<file path="src/rtl/bcs_pkg.sv">
package bcs_pkg;
  typedef enum logic [1:0] {
    ST_IDLE = 2'd0,
    ST_ADDR = 2'd1,
    ST_DATA = 2'd2,
    ST_DONE = 2'd3
  } bcs_state_e;
endpackage

</file>
<file path="src/rtl/bcs_wait_ctr.sv">
module bcs_wait_ctr #(
  parameter int WAIT_W = 4
) (
  input  logic              clk_i,
  input  logic              rst_ni,
  input  logic              run_i,
  input  logic [WAIT_W-1:0] limit_i,
  output logic              cs_ack_o
);
  logic [WAIT_W-1:0] cnt_q;

  assign cs_ack_o = run_i && (cnt_q == limit_i);

  always_ff @(posedge clk_i or negedge rst_ni) begin
    if (!rst_ni)       cnt_q <= '0;
    else if (!run_i)   cnt_q <= '0;
    else if (!cs_ack_o) cnt_q <= cnt_q + 1'b1;
  end

  // count never passes the programmed limit while running
  a_r4_cnt_bounded: assert property (@(posedge clk_i) disable iff (!rst_ni)
    run_i |-> cnt_q <= limit_i);
  a_r4_cnt_clear: assert property (@(posedge clk_i) disable iff (!rst_ni)
    !run_i |=> cnt_q == '0);
endmodule

</file>
<file path="src/rtl/bcs_strobe_gen.sv">
module bcs_strobe_gen (
  input  logic clk_i,
  input  logic rst_ni,
  input  logic rnw_i,
  input  logic ds_i,
  output logic rd_o,
  output logic wr_o
);
  assign rd_o = ds_i &  rnw_i;
  assign wr_o = ds_i & ~rnw_i;


  a_r7_excl: assert property (@(posedge clk_i) disable iff (!rst_ni)
    !(rd_o && wr_o));
  a_r7_need_ds: assert property (@(posedge clk_i) disable iff (!rst_ni)
    (rd_o || wr_o) |-> ds_i);
endmodule

</file>
<file path="src/rtl/bcs_ad_drv.sv">
module bcs_ad_drv
  import bcs_pkg::*;
#(
  parameter int ADDR_W = 16,
  parameter int DATA_W = 16
) (
  input  logic              clk_i,
  input  logic              rst_ni,
  input  bcs_state_e        state_i,
  input  logic              mux_i,
  input  logic              rnw_i,
  input  logic [ADDR_W-1:0] addr_i,
  input  logic [DATA_W-1:0] wdata_i,
  output logic              ale_o,
  output logic [DATA_W-1:0] ad_o,
  output logic              ad_oe_o,
  output logic [ADDR_W-1:0] addr_o
);
  logic [DATA_W-1:0] addr_on_ad;

  generate
    if (ADDR_W >= DATA_W) begin : g_trunc
      assign addr_on_ad = addr_i[DATA_W-1:0];
    end else begin : g_zext
      assign addr_on_ad = {{(DATA_W-ADDR_W){1'b0}}, addr_i};
    end
  endgenerate

  always_comb begin
    ale_o   = 1'b0;
    ad_o    = '0;
    ad_oe_o = 1'b0;
    addr_o  = '0;
    unique case (state_i)
      ST_ADDR: begin
        ale_o   = 1'b1;
        ad_o    = addr_on_ad;
        ad_oe_o = 1'b1;
      end
      ST_DATA: begin
        ad_oe_o = ~rnw_i;
        if (!rnw_i) ad_o = wdata_i;
        if (!mux_i) addr_o = addr_i;
      end
      ST_DONE: begin
        if (!mux_i) addr_o = addr_i;
      end
      default: ;
    endcase
  end

  // read data phase never drives the bus
  a_r3_read_hiz: assert property (@(posedge clk_i) disable iff (!rst_ni)
    (state_i == ST_DATA && rnw_i) |-> !ad_oe_o);

  a_r11_oe_released: assert property (@(posedge clk_i) disable iff (!rst_ni)
    (state_i == ST_DONE) |-> !ad_oe_o);
endmodule

</file>
<file path="src/rtl/bus_cycle_seq.sv">
module bus_cycle_seq
  import bcs_pkg::*;
#(
  parameter int ADDR_W = 16,
  parameter int DATA_W = 16,
  parameter int WAIT_W = 4
) (
  input  logic              clk_i,
  input  logic              rst_ni,
  input  logic              req_i,
  input  logic              rnw_i,
  input  logic              mux_i,
  input  logic [ADDR_W-1:0] addr_i,
  input  logic [DATA_W-1:0] wdata_i,
  input  logic [WAIT_W-1:0] wait_i,
  input  logic              ext_ack_en_i,
  input  logic              ext_ack_i,
  input  logic [DATA_W-1:0] ad_i,
  output logic              busy_o,
  output logic              done_o,
  output logic              ale_o,
  output logic              ds_o,
  output logic              rd_o,
  output logic              wr_o,
  output logic [DATA_W-1:0] ad_o,
  output logic              ad_oe_o,
  output logic [ADDR_W-1:0] addr_o,
  output logic [DATA_W-1:0] rdata_o
);
  bcs_state_e        state_q, state_d;
  logic [ADDR_W-1:0] addr_q;
  logic [DATA_W-1:0] wdata_q, rdata_q;
  logic [WAIT_W-1:0] wait_q;
  logic              rnw_q, mux_q, ext_en_q;
  logic              cs_ack, ack, in_data;

  assign in_data = (state_q == ST_DATA);
  assign ack     = in_data && (cs_ack || (ext_en_q && ext_ack_i));

  always_comb begin
    state_d = state_q;
    unique case (state_q)
      ST_IDLE: if (req_i) state_d = mux_i ? ST_ADDR : ST_DATA;
      ST_ADDR: state_d = ST_DATA;
      ST_DATA: if (ack) state_d = ST_DONE;
      ST_DONE: state_d = ST_IDLE;
      default: state_d = ST_IDLE;
    endcase
  end

  always_ff @(posedge clk_i or negedge rst_ni) begin
    if (!rst_ni) begin
      state_q  <= ST_IDLE;
      addr_q   <= '0;
      wdata_q  <= '0;
      wait_q   <= '0;
      rnw_q    <= 1'b1;
      mux_q    <= 1'b0;
      ext_en_q <= 1'b0;
      rdata_q  <= '0;
    end else begin
      state_q <= state_d;
      if (state_q == ST_IDLE && req_i) begin
        addr_q   <= addr_i;
        wdata_q  <= wdata_i;
        wait_q   <= wait_i;
        rnw_q    <= rnw_i;
        mux_q    <= mux_i;
        ext_en_q <= ext_ack_en_i;
      end
      if (ack && rnw_q) rdata_q <= ad_i;
    end
  end

  assign busy_o  = (state_q != ST_IDLE);
  assign done_o  = (state_q == ST_DONE);
  assign ds_o    = in_data;
  assign rdata_o = rdata_q;

  bcs_wait_ctr #(.WAIT_W(WAIT_W)) u_wait (
    .clk_i    (clk_i),
    .rst_ni   (rst_ni),
    .run_i    (in_data),
    .limit_i  (wait_q),
    .cs_ack_o (cs_ack)
  );

  bcs_strobe_gen u_strb (
    .clk_i  (clk_i),
    .rst_ni (rst_ni),
    .rnw_i  (rnw_q),
    .ds_i   (ds_o),
    .rd_o   (rd_o),
    .wr_o   (wr_o)
  );

  bcs_ad_drv #(.ADDR_W(ADDR_W), .DATA_W(DATA_W)) u_drv (
    .clk_i   (clk_i),
    .rst_ni  (rst_ni),
    .state_i (state_q),
    .mux_i   (mux_q),
    .rnw_i   (rnw_q),
    .addr_i  (addr_q),
    .wdata_i (wdata_q),
    .ale_o   (ale_o),
    .ad_o    (ad_o),
    .ad_oe_o (ad_oe_o),
    .addr_o  (addr_o)
  );

  // address strobe lasts one clock and hands over to data
  a_r2_ale_one_clk: assert property (@(posedge clk_i) disable iff (!rst_ni)
    ale_o |=> !ale_o && ds_o);
  // enabled external acknowledge ends the data phase at once
  a_r5_ext_cut: assert property (@(posedge clk_i) disable iff (!rst_ni)
    (ds_o && ext_en_q && ext_ack_i) |=> done_o && !ds_o);

  a_r8_done_after_ack: assert property (@(posedge clk_i) disable iff (!rst_ni)
    (ds_o && !$stable(ds_o) == 1'b0 && cs_ack) |=> done_o && busy_o);
  a_r8_idle_after_done: assert property (@(posedge clk_i) disable iff (!rst_ni)
    done_o |=> !busy_o);
  // a running cycle is not restarted
  a_r9_no_restart: assert property (@(posedge clk_i) disable iff (!rst_ni)
    (busy_o && !done_o) |=> busy_o);

  a_r10_no_ale_sep: assert property (@(posedge clk_i) disable iff (!rst_ni)
    (busy_o && !mux_q) |-> !ale_o);
endmodule

</file>
<file path="config.mk">
export PLATFORM = sky130hd
export DESIGN_NAME = bus_cycle_seq
export DESIGN_NICKNAME = d
export VERILOG_FILES = /design/src/rtl/bcs_pkg.sv /design/src/rtl/bcs_wait_ctr.sv /design/src/rtl/bcs_strobe_gen.sv /design/src/rtl/bcs_ad_drv.sv /design/src/rtl/bus_cycle_seq.sv
export SDC_FILE = /design/constraint.sdc
export NUM_CORES = 1
export LEC_CHECK = 0
export BUFFER_PORTS_ARGS = -buffer_cell sky130_fd_sc_hd__buf_2
export CAP_MARGIN = 5
export CORE_ASPECT_RATIO = 0.7
export CORE_MARGIN = 5
export CORE_UTILIZATION = 52
export CTS_CLUSTER_SIZE = 14
export DETAILED_ROUTE_END_ITERATION = 6
export PLACE_DENSITY = 0.81
export SLEW_MARGIN = 0
export SYNTH_ARGS = -nofsm -noshare
export SYNTH_HDL_FRONTEND = slang
export SYNTH_SLANG_ARGS = --single-unit
</file>
<file path="constraint.sdc">
create_clock -name clk_i -period 4.2 [get_ports clk_i]
set_clock_uncertainty 0.15 [all_clocks]
set_input_delay 1.26 -clock clk_i [delete_from_list [all_inputs] [get_ports clk_i]]
set_output_delay 1.26 -clock clk_i [all_outputs]
set_load 0.02 [all_outputs]
</file>
### Yosys cells after proc, flatten, opt, wreduce, memory -nomap -nowiden

Index checks and enable logic that the tools add are counted.

| cells by class | value |
|---|---|
| add/subtract/negate cells | 1 |
| equality and inequality tests | 7 |
| multiplexer cells | 12 |
| bitwise gates (word level) | 3 |
| reductions and logical operators | 10 |

Operator list:

| cell | number |
|---|---|
| 16-bit two-way mux | 3 |
| 16-bit case mux with 2 select lines | 1 |
| 4-bit two-way mux | 2 |
| 2-bit case mux with 4 select lines | 1 |
| 2-bit two-way mux | 3 |
| 2-bit inequality test (second input constant) | 3 |
| 1-bit logical AND | 5 |
| 4-bit by 1-bit adder with 4-bit output (second input constant) | 1 |
| 2-bit == test (second input constant) | 2 |
| 4-bit == test | 1 |
| 1-bit bitwise AND | 2 |
| 2-bit by 1-bit == test with 1-bit output (second input constant) | 1 |
| 2-bit logical NOT | 1 |
| 1-bit case mux with 2 select lines | 1 |
| 2-bit AND reduction | 1 |
| 2-bit nonzero test | 1 |
| 2-bit OR reduction | 1 |
| 1-bit logical OR | 1 |
| 1-bit two-way mux | 1 |
| 1-bit NOT | 1 |

| storage, ports and cells | value |
|---|---|
| bits in registers | 61 |
| input port bits | 59 |
| output and inout bits | 55 |
| logic and storage cells | 42 |

### Longest topological paths before layout

Gate-level depths: netlist (run 1).

| depth | value |
|---|---|
| depth after elaboration | 6 |
| mapped depth | 8 |
| mapped depth without buffers | 5 |

### By module

A second synthesis (run 1) with hierarchy kept.

| unflattened totals | value |
|---|---|
| cell total of the unflattened synthesis | 242 |
| area, all modules | 3,121.7 um2 |

Modules (own cells, without submodules):

| module | times used | cells each | area an instance (um2) | sequential area each (um2) |
|---|---|---|---|---|
| bus_cycle_seq | 1 | 134 | 2,326.0 | 1,427.6 |
| bcs_ad_drv | 1 | 81 | 511.7 | 0.0 |
| bcs_wait_ctr | 1 | 25 | 267.8 | 100.1 |
| bcs_strobe_gen | 1 | 2 | 16.3 | 0.0 |

### Least setup slack after synthesis (run 1)

OpenSTA, ideal clock, no wires.

| timing | value |
|---|---|
| kind | register to output |
| start | register state_q[0] |
| end | output port ad_o[0] |
| data arrival time | 2.306 ns |
| data required time | 2.790 ns |
| slack | 0.484 ns |
| cell stages (with the launch flop) | 9 |
| buffers on the path | 3 |
| path through | dfrtp_1 > inv_1 > ha_1 > clkbuf_1 > nor2b_1 > clkbuf_1 > buf_1 > a22oi_1 > nor2b_1 |

| between the ends | value |
|---|---|
| cells in the longest elaborated chain, start to end | 2 |
| elaborated cells on any way between the ends | 3 |
| classes of those cells | 2 x eq/ne; 1 x mux |

Ends and longest elaborated chain:

| element | line | RTL |
|---|---|---|
| start: declaration | bus_cycle_seq.sv:30 | `bcs_state_e state_q, state_d;` |
| start signal: assignment | bus_cycle_seq.sv:62 | `state_q <= state_d;` |
| 2-bit == test | - |  |
| named net ds_o | bus_cycle_seq.sv:22 | `output logic ds_o,` |
| 16-bit case mux with 2 select lines | bcs_ad_drv.sv:34 | `unique case (state_i)` |
| end: declaration | bus_cycle_seq.sv:25 | `output logic [DATA_W-1:0] ad_o,` |

The timed path passes the listed nets, and every way through them passes these cells.

### Final worst setup path (run 1)

| timing | value |
|---|---|
| start | register state_q[0] |
| end | output port ad_o[11] |

| between the ends | value |
|---|---|
| cells in the longest elaborated chain, start to end | 2 |
| elaborated cells on any way between the ends | 3 |
| classes of those cells | 2 x eq/ne; 1 x mux |

Ends and longest elaborated chain:

| element | line |
|---|---|
| 2-bit == test / 2-bit by 1-bit == test with 1-bit output (equally long branches) | bcs_ad_drv.sv:34 |
| 16-bit case mux with 2 select lines * | bcs_ad_drv.sv:34 |

Mark *: on every way between the ends. The rest lies on a longest branch, timed or not.

==> flow_metrics.env, run 1 <==
export IMPL_timing_hold_ws_ns=0.356
export IMPL_synth_compound_gate_area_share_pct=6.37
export IMPL_crit_arrival_ns=2.12
export IMPL_gp_congestion=0.759
export IMPL_worst_slew_pin_slew_ns=0.950
export IMPL_synth_cell_type_count=29
export IMPL_reg2reg_slack_ns=1.74
export IMPL_hold_class="reg -> reg"
export IMPL_r2r_start="u_wait.cnt_q[0]"
export IMPL_cts_buffer_depth=2
export IMPL_coreArea_um2=5310
export IMPL_cts_root_buffer="clkbuf_8"
export IMPL_final_cells=411
export IMPL_cp_cell_sequence="inv_1 -> ha_1 -> nor2b_1 -> buf_4 -> a22oi_1 -> nor2b_1 -> buf_2"
export IMPL_start_util_pct=54.4
export IMPL_path_max_fanout=18
export IMPL_worstSetupPathType="reg -> out"
export IMPL_synth_area_per_cell_um2=13.2
export IMPL_required_ns=2.79
export IMPL_yosys_area_share_adder_pct=2.60
export IMPL_crit_buf_inv=3
export IMPL_max_cap_viol_count=0
export IMPL_overflow=0
export IMPL_drive_gt1_share_pct=56.3
export IMPL_cts_resized=0
export IMPL_grt_max_degree=43
export IMPL_cts_made_buffers=9
export IMPL_worstHoldStart="rdata_o[12]"
export IMPL_synth_top_area_share_pct=52.0
export IMPL_io_buffer_count=113
export IMPL_use_met2_pct=32.1
export IMPL_synthMuxAreaShare_pct=24.1
export IMPL_run_status="completed"
export IMPL_power_density_nw_per_um2=857
export IMPL_dp_cells=395
export IMPL_synth_top_family_by_area="multiplexers"
export IMPL_layout_worst_path_cycle_share_pct=84.1
export IMPL_cp_slowest_cell="dfrtp_1"
export IMPL_htree_levels=3
export IMPL_crit_path_start_kind="flip-flop"
export IMPL_finalHoldViolations=0
export IMPL_slew_viol_final=0
export IMPL_totalWireLength_um=6610
export IMPL_die_h_um=72.4
export IMPL_cpLargestDelayFamily="buffers and inverters"
export IMPL_rows=22
export IMPL_n_fill_cell=417
export IMPL_drt_pass1_iter_count=5
export IMPL_cp_common_cell="nor2b_1"
export IMPL_detail_route_antenna_nets=0
export IMPL_cpPeakStageDelay_ns=0.40
export IMPL_synth_area_leaders="dfrtp_1, mux2_2, mux2_4"
export IMPL_synth_nets=283
export IMPL_grt_pass1_wl_um=11100
export IMPL_synth_cells=218
export IMPL_cts_hold_buf=0
export IMPL_fin_nets=399
export IMPL_use_met3_pct=7.59
export IMPL_die_x_um=99.1
export IMPL_setup_worst_path_start="state_q[0]"
export IMPL_viasPerCell=5.08
export IMPL_yosys_area_share_simple_pct=9.97
export IMPL_power_w=0.00319
export IMPL_cp_end_kind="output pin"
export IMPL_dpl_hpwl_um=4830
export IMPL_syn_area_um2=2890
export IMPL_post_cts_buffers=0
export IMPL_grtUsageMet1_pct=25.4
export IMPL_insertion_delay_ns=0.34
export IMPL_setup_viol=0
export IMPL_timing_fmax_mhz=283
export IMPL_slew_headroom_pct=36.1
export IMPL_path_clk_slew_ns=0.06
export IMPL_period_minus_slack_ns=3.53
export IMPL_track_usage_pct=20.2
export IMPL_drt_iter0_drc=94
export IMPL_routedWlPerCell_um=16.1
export IMPL_synth_largest_area_cell="dfrtp_1"
export IMPL_clock_sinks=61
export IMPL_cts_tree="built"
export IMPL_drc=0
export IMPL_io_pins=114
export IMPL_syn_to_final_growth_pct=28.8
export IMPL_rsz0062_at_grt="no"
export IMPL_vias=2088
export IMPL_fin_setup_tns_ns=0
export IMPL_diodes=0
export IMPL_seq_area_frac_synth_pct=52.9
export IMPL_top_usage_layer="met2"
export IMPL_synth_seq_cells=61
export IMPL_grt_pass1_vias=2266
export IMPL_synth_xor_area_share_pct=1.52
export IMPL_yosys_warnings=0
export IMPL_die_area_um2=7170
export IMPL_leakagePower_nw=1.86
export IMPL_ir_worst_vdd_v=0.000392
export IMPL_antenna_found_initial=0
## through the flow
stage	utilization, %	setup WS (ns)	area (um^2)
2_1_floorplan	-	0.484	2890
3_3_place_gp	66.1	1.08	3510
3_5_place_dp	66.1	1.05	3510
4_1_cts	70.0	0.660	3720
5_1_grt	70.0	0.509	3720
6_report	70.0	0.667	3720
## worst reg2reg max path: stages (launching register included)
cell and delay, ns:
dfrtp_1 0.45, xor2_1 0.20, or4_4 0.56, a21boi_4 0.58
mux2_2 0.41
## cell usage after synthesis
cell type,count
a21boi_0,1
a21boi_4,1
a21oi_1,1
a22oi_1,16
a31o_2,1
and2_1,17
and2_2,1
buf_1,2
buf_12,1
clkbuf_1,9
dfrtp_1,60
dfstp_2,1
ha_1,6
inv_1,3
mux2_2,45
mux2_4,10
mux2i_1,4
nand2_1,5
nand3_1,1
nor2_1,2
nor2b_1,19
nor4_1,1
o21a_1,1
o21ai_0,2
o22ai_1,1
or3_1,1
or4_4,1
xnor2_1,1
xor2_1,4
## state kept, by name (all words and copies together) (netlist names)
name,cells
state_q,2
rnw_q,1
mux_q,1
wdata_q,16
ext_en_q,1
wait_q,4
u_wait.cnt_q,4
rdata_o,16
addr_q,16
## worst paths after layout
check                                   end  cells past startpoint
worst max-delay path               ad_o[11]                      7
worst min-delay path            rdata_o[12]                      1
worst max register to register  rdata_o[10]                      4
worst min register to register  rdata_o[12]                      1
max in group asynchronous         wait_q[1]                      2
min in group asynchronous       rdata_o[12]                      1
## routing by layer
| layer | vias to the layer above | share of wire (%) |
|---|---|---|
| met5 | - | 0 |
| met4 | 0 | 0.57 |
| li1 | 995 | - |
| met3 | 4 | 6.7 |
| met1 | 1023 | 44 |
| met2 | 66 | 48 |
## cell type report
cell class | instances | area (um^2) | area share (%)
clock buffers | 11 | 131 | 3.53
clock inverters | 5 | 75.1 | 2.02
repair buffers | 117 | 596 | 16.0
flip-flops and latches | 61 | 1530 | 41.1
multi-input cells | 142 | 1290 | 34.6
inverters | 3 | 11.3 | 0.303
well taps | 72 | 90.1 | 2.42
## kinds of logic after synthesis
group,after synthesis
xor gates and xnor gates,5
AOI/OAI and AO/OA,24
and+or+nand+nor,48
muxes,59
buffers and inverters,15
DFF,61
adders and majority gates,6
## cell usage in the layout (no fill, tap or decap)
cell	netlist	routed
clkbuf_8	0	9
mux2i_1	4	4
a31o_2	1	1
a21boi_0	1	1
xnor2_1	1	1
a22oi_1	16	16
dfstp_2	1	1
and2_2	1	1
mux2_4	10	10
nand2_1	5	5
nor4_1	1	1
ha_1	6	6
clkbuf_1	9	2
o21ai_0	2	2
or4_4	1	1
buf_2	0	113
a21boi_4	1	1
a21oi_1	1	1
and2_1	17	17
xor2_1	4	4
o22ai_1	1	1
bufinv_16	0	2
clkinv_2	0	3
inv_1	3	3
o21a_1	1	1
mux2_2	45	45
nand3_1	1	1
buf_4	0	4
nor2b_1	19	19
nor2_1	2	2
dfrtp_1	60	60
or3_1	1	1
## where the power goes
part	leakage [nW]	internal [W]	switching [W]
combinational	1.02	0.000724	0.000842
clock	0.107	0.000331	0.000220
sequential	0.732	0.000885	0.000183
Note: power is estimated with default switching activity, not from simulation.
==> inputs of run 2 (changes only) <==
--- a/config.mk
+++ b/config.mk
@@ -9,10 +9,10 @@
 export CAP_MARGIN = 5
 export CORE_ASPECT_RATIO = 0.7
 export CORE_MARGIN = 5
-export CORE_UTILIZATION = 52
+export CORE_UTILIZATION = 48
 export CTS_CLUSTER_SIZE = 14
 export DETAILED_ROUTE_END_ITERATION = 6
-export PLACE_DENSITY = 0.81
+export PLACE_DENSITY = 0.75
 export SLEW_MARGIN = 0
 export SYNTH_ARGS = -nofsm -noshare
 export SYNTH_HDL_FRONTEND = slang
==> constraint.sdc (replaced) <==
create_clock -name clk_i -period 3.4 [get_ports clk_i]
set_clock_uncertainty 0.15 [all_clocks]
set_input_delay 1.02 -clock clk_i [delete_from_list [all_inputs] [get_ports clk_i]]
set_output_delay 1.02 -clock clk_i [all_outputs]
set_load 0.02 [all_outputs]
==> run 2 against run 1 <==
Effect of this change:
- design area grew 0.87%
- critical endpoint unchanged
- combinational power grew 24%
- total power grew 23%
- sequential share of layout area shrank 0.36 points
- setup slack lost 0.45 ns
- critical path depth is the same
- via count shrank 1.4%
- largest power group unchanged
- non-clock buffer count grew 1
- die area grew 7.3%
- highest routed layer unchanged
- cell count grew 0.97%
- flip-flop and latch count is the same
==> flow_metrics.env, run 2 (synthesized netlist as in run 1, its figures left out) <==
export IMPL_rsz0062_at_grt="no"
export IMPL_run_status="completed"
export IMPL_period_minus_slack_ns=3.18
export IMPL_cp_cell_sequence="inv_1 -> ha_2 -> nor2b_1 -> buf_4 -> a22oi_1 -> nor2b_1 -> buf_2"
export IMPL_crit_path_start_kind="flip-flop"
export IMPL_finalHoldViolations=0
export IMPL_use_met2_pct=27.1
export IMPL_cts_made_buffers=9
export IMPL_dpl_instance_area_um2=3540
export IMPL_slew_headroom_pct=39.3
export IMPL_grt_pass1_vias=2119
export IMPL_worst_slew_pin_slew_ns=0.902
export IMPL_htree_levels=3
export IMPL_cts_resized=0
export IMPL_cpPeakStageDelay_ns=0.41
export IMPL_grt_pass1_wl_um=10100
export IMPL_die_x_um=103
export IMPL_post_cts_buffers=0
export IMPL_clock_sinks=61
export IMPL_diodes=0
export IMPL_rows=23
export IMPL_fin_area_um2=3750
export IMPL_path_clk_slew_ns=0.07
export IMPL_pre_cts_ws_ns=0.503
export IMPL_final_common_cell="buf_2"
export IMPL_viasPerCell=4.96
export IMPL_drc=0
export IMPL_use_met3_pct=6.76
export IMPL_worstSetupPathType="reg -> out"
export IMPL_track_usage_pct=17.5
export IMPL_top_usage_layer="met2"
export IMPL_cts_tree="built"
export IMPL_cpLargestDelayFamily="buffers and inverters"
export IMPL_timing_fmax_mhz=314
export IMPL_final_cell_mix="buf_2, dfrtp_1, mux2_2"
export IMPL_die_h_um=74.9
export IMPL_io_buffer_count=113
export IMPL_cp_slowest_cell="dfrtp_1"
export IMPL_routedWlPerCell_um=15.7
export IMPL_grtUsageMet1_pct=23.4
export IMPL_n_fill_cell=493
export IMPL_fin_nets=400
export IMPL_gp_congestion=0.732
export IMPL_ir_worst_vdd_v=0.000600
export IMPL_syn_to_final_growth_pct=29.9
export IMPL_required_ns=2.23
export IMPL_slew_viol_final=0
export IMPL_dpl_hpwl_um=4840
export IMPL_die_area_um2=7690
export IMPL_leakagePower_nw=1.86
export IMPL_start_util_pct=49.9
export IMPL_cp_common_cell="nor2b_1"
export IMPL_cts_hold_buf=0
export IMPL_totalWireLength_um=6500
export IMPL_io_pins=114
export IMPL_hold_class="reg -> reg"
export IMPL_vias=2058
export IMPL_crit_arrival_ns=2.01
export IMPL_drive_gt1_share_pct=57.6
export IMPL_power_density_nw_per_um2=1040
export IMPL_coreArea_um2=5780
export IMPL_detail_route_antenna_nets=0
export IMPL_fin_setup_tns_ns=0
export IMPL_layout_worst_path_cycle_share_pct=93.5
export IMPL_setup_viol=0
export IMPL_grt_max_degree=42
export IMPL_cts_buffer_depth=2
export IMPL_cp_end_kind="output pin"
export IMPL_drt_pass1_iter_count=4
export IMPL_setup_ws_ns=0.220
export IMPL_overflow=0
export IMPL_antenna_found_initial=0
export IMPL_path_max_fanout=18
export IMPL_crit_buf_inv=3
export IMPL_cts_root_buffer="clkbuf_8"
export IMPL_timing_hold_ws_ns=0.359
export IMPL_drt_iter0_drc=48
export IMPL_insertion_delay_ns=0.32
export IMPL_max_cap_viol_count=0
==> run 2: cell count changes in the layout (fill, tap and decap cells not counted), moves of 2 or more <==
| cell | change |
|---|---|
| clkbuf_8 | +2 |
| clkbuf_1 | -2 |
| clkinvlp_4 | +2 |
| clkinv_2 | -2 |
==> run 2: power by group <==
part | leakage [nW] | switching (W) | internal [W]
logic | 1.03 | 0.00104 | 0.000903
registers | 0.732 | 0.000223 | 0.00109
clock network | 0.102 | 0.000274 | 0.000378
==> run 2: per-stage QoR <==
step           cells  power, W  utilization [%]
6_report         415   0.00391             64.8
5_1_grt          415   0.00417             64.8
4_1_cts          415   0.00396             64.8
3_5_place_dp     399   0.00329             61.2
3_3_place_gp     399   0.00323             61.2
2_1_floorplan    218   0.00269                -
==> run 2: path summary, 6_finish.rpt <==
kind / from / cells past startpoint / slack [ns] / to
max in group asynchronous: rst_ni / 2 / 1.94 / rnw_q
min: wdata_q[11] / 1 / 0.36 / wdata_q[11]
max reg2reg: u_wait.cnt_q[0] / 4 / 0.98 / rdata_o[13]
min reg2reg: wdata_q[11] / 1 / 0.36 / wdata_q[11]
max: state_q[0] / 7 / 0.22 / ad_o[11]
min in group asynchronous: rst_ni / 1 / 0.51 / addr_q[8]
==> run 2: cell type report <==
type	instances	area, um^2	share of cell area (%)
clock buffer	11	151	4.04
clock inverter	5	58.8	1.57
inverter	3	11.3	0.300
multi-input combinational	142	1290	34.5
sequential	61	1530	40.7
tap	75	93.8	2.50
timing repair buffer	118	616	16.4
==> run 2: layer usage <==
layer,part of all wire (%),up-vias,wire length (um)
li1,-,996,-
met1,45,995,2910
met2,47,62,3050
met3,7.6,5,493
met4,0.57,0,37
met5,0,-,0
